[src/rtl/tick_divider.sv]
module tick_divider #(
  parameter int NCH       = 5,
  parameter int PS_W      = 8,
  parameter int SEL_W     = 4,
  parameter int MAX_SHIFT = 7,
  parameter int GRP0      = 2,
  parameter int DW        = 32,
  parameter logic [15:0] CFG0_RST = 16'h0101
) (
  input  logic          clk,
  input  logic          rst_n,
  input  logic          wr_en,
  input  logic          wr_sel,
  input  logic [DW-1:0] wr_data,
  input  logic          rd_sel,
  output logic [DW-1:0] rd_data,
  output logic [NCH-1:0] tick
);
  localparam int C0_W = 2 * PS_W;
  localparam int C1_W = NCH * SEL_W;
  localparam int DC_W = MAX_SHIFT;

  logic [C0_W-1:0] cfg0;
  logic [C1_W-1:0] cfg1;
  logic [1:0]      pre_pulse;
  logic            unused_hi;

  assign unused_hi = ^wr_data[DW-1:C1_W];

  always_ff @(posedge clk or negedge rst_n) begin
    if (!rst_n) begin
      cfg0 <= C0_W'(CFG0_RST);
      cfg1 <= '0;
    end else if (wr_en) begin
      if (wr_sel) cfg1 <= wr_data[C1_W-1:0];
      else        cfg0 <= wr_data[C0_W-1:0];
    end
  end

  assign rd_data = rd_sel ? DW'(cfg1) : DW'(cfg0);

  for (genvar k = 0; k < 2; k++) begin : g_pre
    logic [PS_W-1:0] pcnt;
    assign pre_pulse[k] = (pcnt == '0);
    always_ff @(posedge clk or negedge rst_n) begin
      if (!rst_n)            pcnt <= '0;
      else if (pre_pulse[k]) pcnt <= cfg0[k*PS_W +: PS_W];
      else                   pcnt <= pcnt - 1'b1;
    end
  end

  for (genvar c = 0; c < NCH; c++) begin : g_ch
    localparam int G = (c < GRP0) ? 0 : 1;
    logic [SEL_W-1:0] sel, shift;
    logic [DC_W:0]    span;
    logic [DC_W-1:0]  reload, dcnt;

    assign sel    = cfg1[c*SEL_W +: SEL_W];
    assign shift  = (sel > SEL_W'(MAX_SHIFT)) ? SEL_W'(MAX_SHIFT) : sel;
    assign span   = (DC_W+1)'(1) << shift;
    assign reload = DC_W'(span - (DC_W+1)'(1));
    assign tick[c] = pre_pulse[G] & (dcnt == '0);

    always_ff @(posedge clk or negedge rst_n) begin
      if (!rst_n)            dcnt <= '0;
      else if (pre_pulse[G]) dcnt <= (dcnt == '0) ? reload : dcnt - 1'b1;
    end
  end
endmodule

[config.mk]
export PLATFORM = sky130hd
export DESIGN_NAME = tick_divider
export DESIGN_NICKNAME = d
export VERILOG_FILES = /design/src/rtl/tick_divider.sv
export SDC_FILE = /design/constraint.sdc
export NUM_CORES = 1
export LEC_CHECK = 0
export CORE_UTILIZATION = 38
export CTS_BUF_LIST = sky130_fd_sc_hd__clkbuf_4
export DETAILED_ROUTE_END_ITERATION = 10
export HOLD_SLACK_MARGIN = 0.06
export PLACE_DENSITY = 0.61
export SLEW_MARGIN = 25
export SYNTH_ARGS = -nofsm -noshare
export SYNTH_HDL_FRONTEND = slang
export SYNTH_SLANG_ARGS = --single-unit
[constraint.sdc]
create_clock -name clk -period 3 [get_ports clk]
set_clock_uncertainty 0.15 [all_clocks]
set_input_delay 0.6 -clock clk [delete_from_list [all_inputs] [get_ports clk]]
set_output_delay 0.6 -clock clk [all_outputs]
set_load 0.02 [all_outputs]
==> summary.txt <==
Clocking
  – Clock latency on the worst-skew pair: approximately 0.45 ns
  – CTS Buffer Depth: 2
  – Clk slew on worst S/H paths: roughly 0.13 ns
  – H-tree levels: 3
  – CTS root buffer: clkbuf_4
  – CTS Buf Count: 9
  – Number of clock sinks: 87
  – CTS tree: built

Global route
  – Pin count of the biggest net entering global routing: 37
  – First-pass GRT wire length: around 19 mm
  – Gr usage total: 0.180
  – Antenna violations before repair: 0
  – Gr ovfl total: 0
  – Vias in the first global route: 3,884

Pwr
  – Int Power: around 2.7 mW
  – Switching share of power: 0.392
  – P_sw: about 1.7 mW
  – Clock share of power: 0.149
  – Logic pwr share: 0.389
  – P per Cell Area: approximately 750 nW/um^2
  – Sequential Power Share: 0.462
  – Leak pwr: between 2 and 2.5 nW
  – IR drop worst, VDD: approximately 0.0004 V

Synth
  – Top cell type's share of synthesized area: 0.438
  – Synth Flop Type: dfrtp_1
  – Post-synthesis cell area: 4860 sq um
  – Post-synthesis cell count: approximately 480
  – Number of synthesized flops with an enable pin: 0
  – Synth area leader: dfrtp_1
  – Yosys warnings: 0
  – Area contributors post-synth: dfrtp_1 44%, mux2_2 13%, nor2_1 3.2%
  – Syn Area/Cell: slightly above 10 sq um
  – Commonest cells post-synth: 85 x dfrtp_1, 56 x mux2_2, 42 x nor2_1
  – Synth Register Bits: 87
  – Most frequent cell after synthesis: dfrtp_1
  – Yosys cell types: 57
  – Post-synthesis sequential area ratio: 0.448
  – Ys async rst share: 1.00

Critical path
  – Crit-path most repeated cell: clkdlybuf4s50_1
  – CP top delay family: buffers and inverters
  – Cell breakdown of the critical path: clkdlybuf4s50_1 -> buf_12 -> mux2_2 -> clkdlybuf4s50_1
  – Slowest stage cell, crit path: clkdlybuf4s50_1
  – Setup CP Type: primary input to output port
  – Buf+Inv Stages, Crit Path: 3
  – Reg-to-reg startpoint: g_ch[3].dcnt[0]$_DFFE_PN0P_
  – CP Launch Point: rd_sel
  – Worst path max stage delay: between 0.5 and 0.6 ns
  – Max FO, Critical Path: 12
  – Startpoint Class: primary input
  – CP required: about 2.3 ns
  – CP Data Arrival Time: roughly 2.2 ns
  – Crit end category: output port

Final layout
  – Multi-input logic area: 2580 sq um
  – Fill count: between 1,000 and 1,500
  – Diode count: 0
  – P&R area growth vs syn: 20.2%
  – Reg area: 2180 sq um
  – # nets final: slightly below 600
  – Layout cells sized above 1: 0.234
  – Post-Layout Cell Count: 720
  – Utilization after layout: 0.476

STA
  – Tcrit/Tclk final: 0.988
  – Fmax achieved: between 300 and 400 MHz
  – Worst Max-Slew Pin Slew: about 0.66 ns
  – Final min period: about 3 ns
  – Setup violators final: 0
  – Final hold violations: 0
  – Max-slew violations: 0
  – Unrepaired setup endpoints after global routing: true
  – Min Hold Slack: 0.359 ns
  – Relative slew slack: 0.555

Detailed routing
  – Initial DRC Count: about 160
  – DR pass1 iterations: 5
  – Highest metal used: met4
  – Vias/cell: ~5.5
  – Routed wl met3: between 400 and 500 um
  – Drt total wl: between 10 and 15 mm
  – # DRC: 0
  – WL met2: approximately 5.6 mm
  – Routed vias: roughly 3,900
  – Drt wl/cell: 15.4 um
  – Routed Antenna Nets: 0
  – Met1 Wirelength: ~4.8 mm

Place
  – Port-buffer cells: between 40 and 50
  – RD Place Congestion: 0.894
  – Hpwl dp: around 8.1 mm
  – DP Cell Count: 701

Floorplanning
  – Die area: 13,200 sq um
  – Row Count: 40
  – Die Y: between 100 and 150 um
  – Starting Density: 0.396
  – # IOs: 74
  – CORE AREA: 12,300 sq um
  – Die W: 115 um

Run status
  – Status: complete, no violations

Min path
  – Hold_sp: g_pre[1].pcnt[0]$_DFF_PN0_
  – Hold Path Class: flip-flop to flip-flop

Flow run
  – Max-cap violations: 0
-- power groups by stage --
stage / Clock, mW / Sequential [mW] / Combinational [mW]
6_report: 0.652 / 2.02 / 1.70
5_1_grt: 0.729 / 2.09 / 1.90
4_1_cts: 0.682 / 2.00 / 1.66
3_5_place_dp: 0 / 2.02 / 1.65
3_3_place_gp: 0 / 2.00 / 1.61
2_1_floorplan: 0 / 1.89 / 1.22
-- sequential cells by signal (all words and copies together), names as in the netlist --
name        flops
g_ch.dcnt      35
cfg1           20
cfg0           16
g_pre.pcnt     16
-- worst paths after layout --
path                                                to  slack, ns  cells after the start
setup / recovery                            rd_data[8]       0.04                      4
hold / removal              g_pre[1].pcnt[0]$_DFF_PN0_       0.36                      1
setup reg to reg           g_ch[3].dcnt[4]$_DFFE_PN0P_       0.22                      8
hold reg to reg             g_pre[1].pcnt[0]$_DFF_PN0_       0.36                      1
max in group asynchronous          cfg0[8]$_DFFE_PN1P_       1.56                      3
min in group asynchronous  g_ch[4].dcnt[5]$_DFFE_PN0P_       0.48                      2
-- cells in the final DEF, fill, tap and decap left out, types with 5 or more instances in the layout --
cell type / synthesis / layout
dfrtp_1: 85 / 85
mux2_2: 56 / 56
clkdlybuf4s50_1: 0 / 43
nor2_1: 42 / 42
buf_4: 12 / 27
nand2_1: 26 / 24
a21oi_1: 20 / 20
nor3_1: 22 / 19
o21ai_0: 18 / 18
inv_1: 12 / 12
conb_1: 1 / 12
or4_1: 11 / 11
nor4_1: 12 / 10
a31oi_1: 10 / 10
clkbuf_4: 0 / 10
or3_1: 8 / 8
xnor2_1: 8 / 8
nand2b_1: 8 / 8
nand4_1: 7 / 7
or2_2: 6 / 6
a211oi_1: 6 / 6
ha_1: 7 / 6
nor2b_1: 6 / 5
o31ai_1: 5 / 5
xor2_1: 5 / 5
mux2i_1: 5 / 5
a22o_1: 5 / 5
nand3_1: 5 / 5
-- kinds of logic (layout without fill, tap and decap cells) --
group,after synthesis,in the layout,synth area share
buf+inv,42,104,0.0427
mux,61,61,0.140
other cells,1,12,0.000771
simple gates,181,181,0.208
compound gates,87,87,0.118
xor+xnor,13,13,0.0234
flops,87,87,0.448
fa+ha+maj,7,7,0.0180
-- through the flow --
stage	area (sq um)	setup slack (ns)	power, mW	TNS (ns)
2_1_floorplan	4910	0.127	3.12	0
3_5_place_dp	5660	0.0269	3.66	0
5_1_grt	5840	-0.0119	4.72	-0.0168
3_3_place_gp	5660	0.0300	3.61	0
6_report	5840	0.0352	4.37	0
4_1_cts	5800	0.0199	4.34	0
-- worst register-to-register path, cell delays in order (launching register included) --
cell and delay, ns:
dfrtp_1 0.45, or4_1 0.63, nor4_4 0.29, nor2_1 0.07
ha_1 0.23, nand2b_1 0.11, nor2_1 0.09, a41oi_1 0.21
or3b_2 0.45
-- per-layer routing --
metal	track usage	up-vias
met2	0.305	98
met3	0.0459	12
met1	0.223	1922
met5	0	-
li1	-	1898
met4	0.0597	0
-- what timing repair did --
action,4_1_cts,5_1_grt
endpoints found under the hold margin,32,0
setup endpoints to repair,5,6
setup buffers,1,1
gates resized for setup,16,16
hold buffers,1,0
-- cell type report --
| class | count | area share |
|---|---|---|
| clock inverter | 6 | 0.00878 |
| multi-input combinational | 361 | 0.442 |
| timing repair buffer | 76 | 0.120 |
| tap | 168 | 0.0360 |
| inverter | 12 | 0.00771 |
| sequential | 87 | 0.373 |
| clock buffer | 10 | 0.0129 |
No activity file was read; power rests on OpenSTA's default activity.
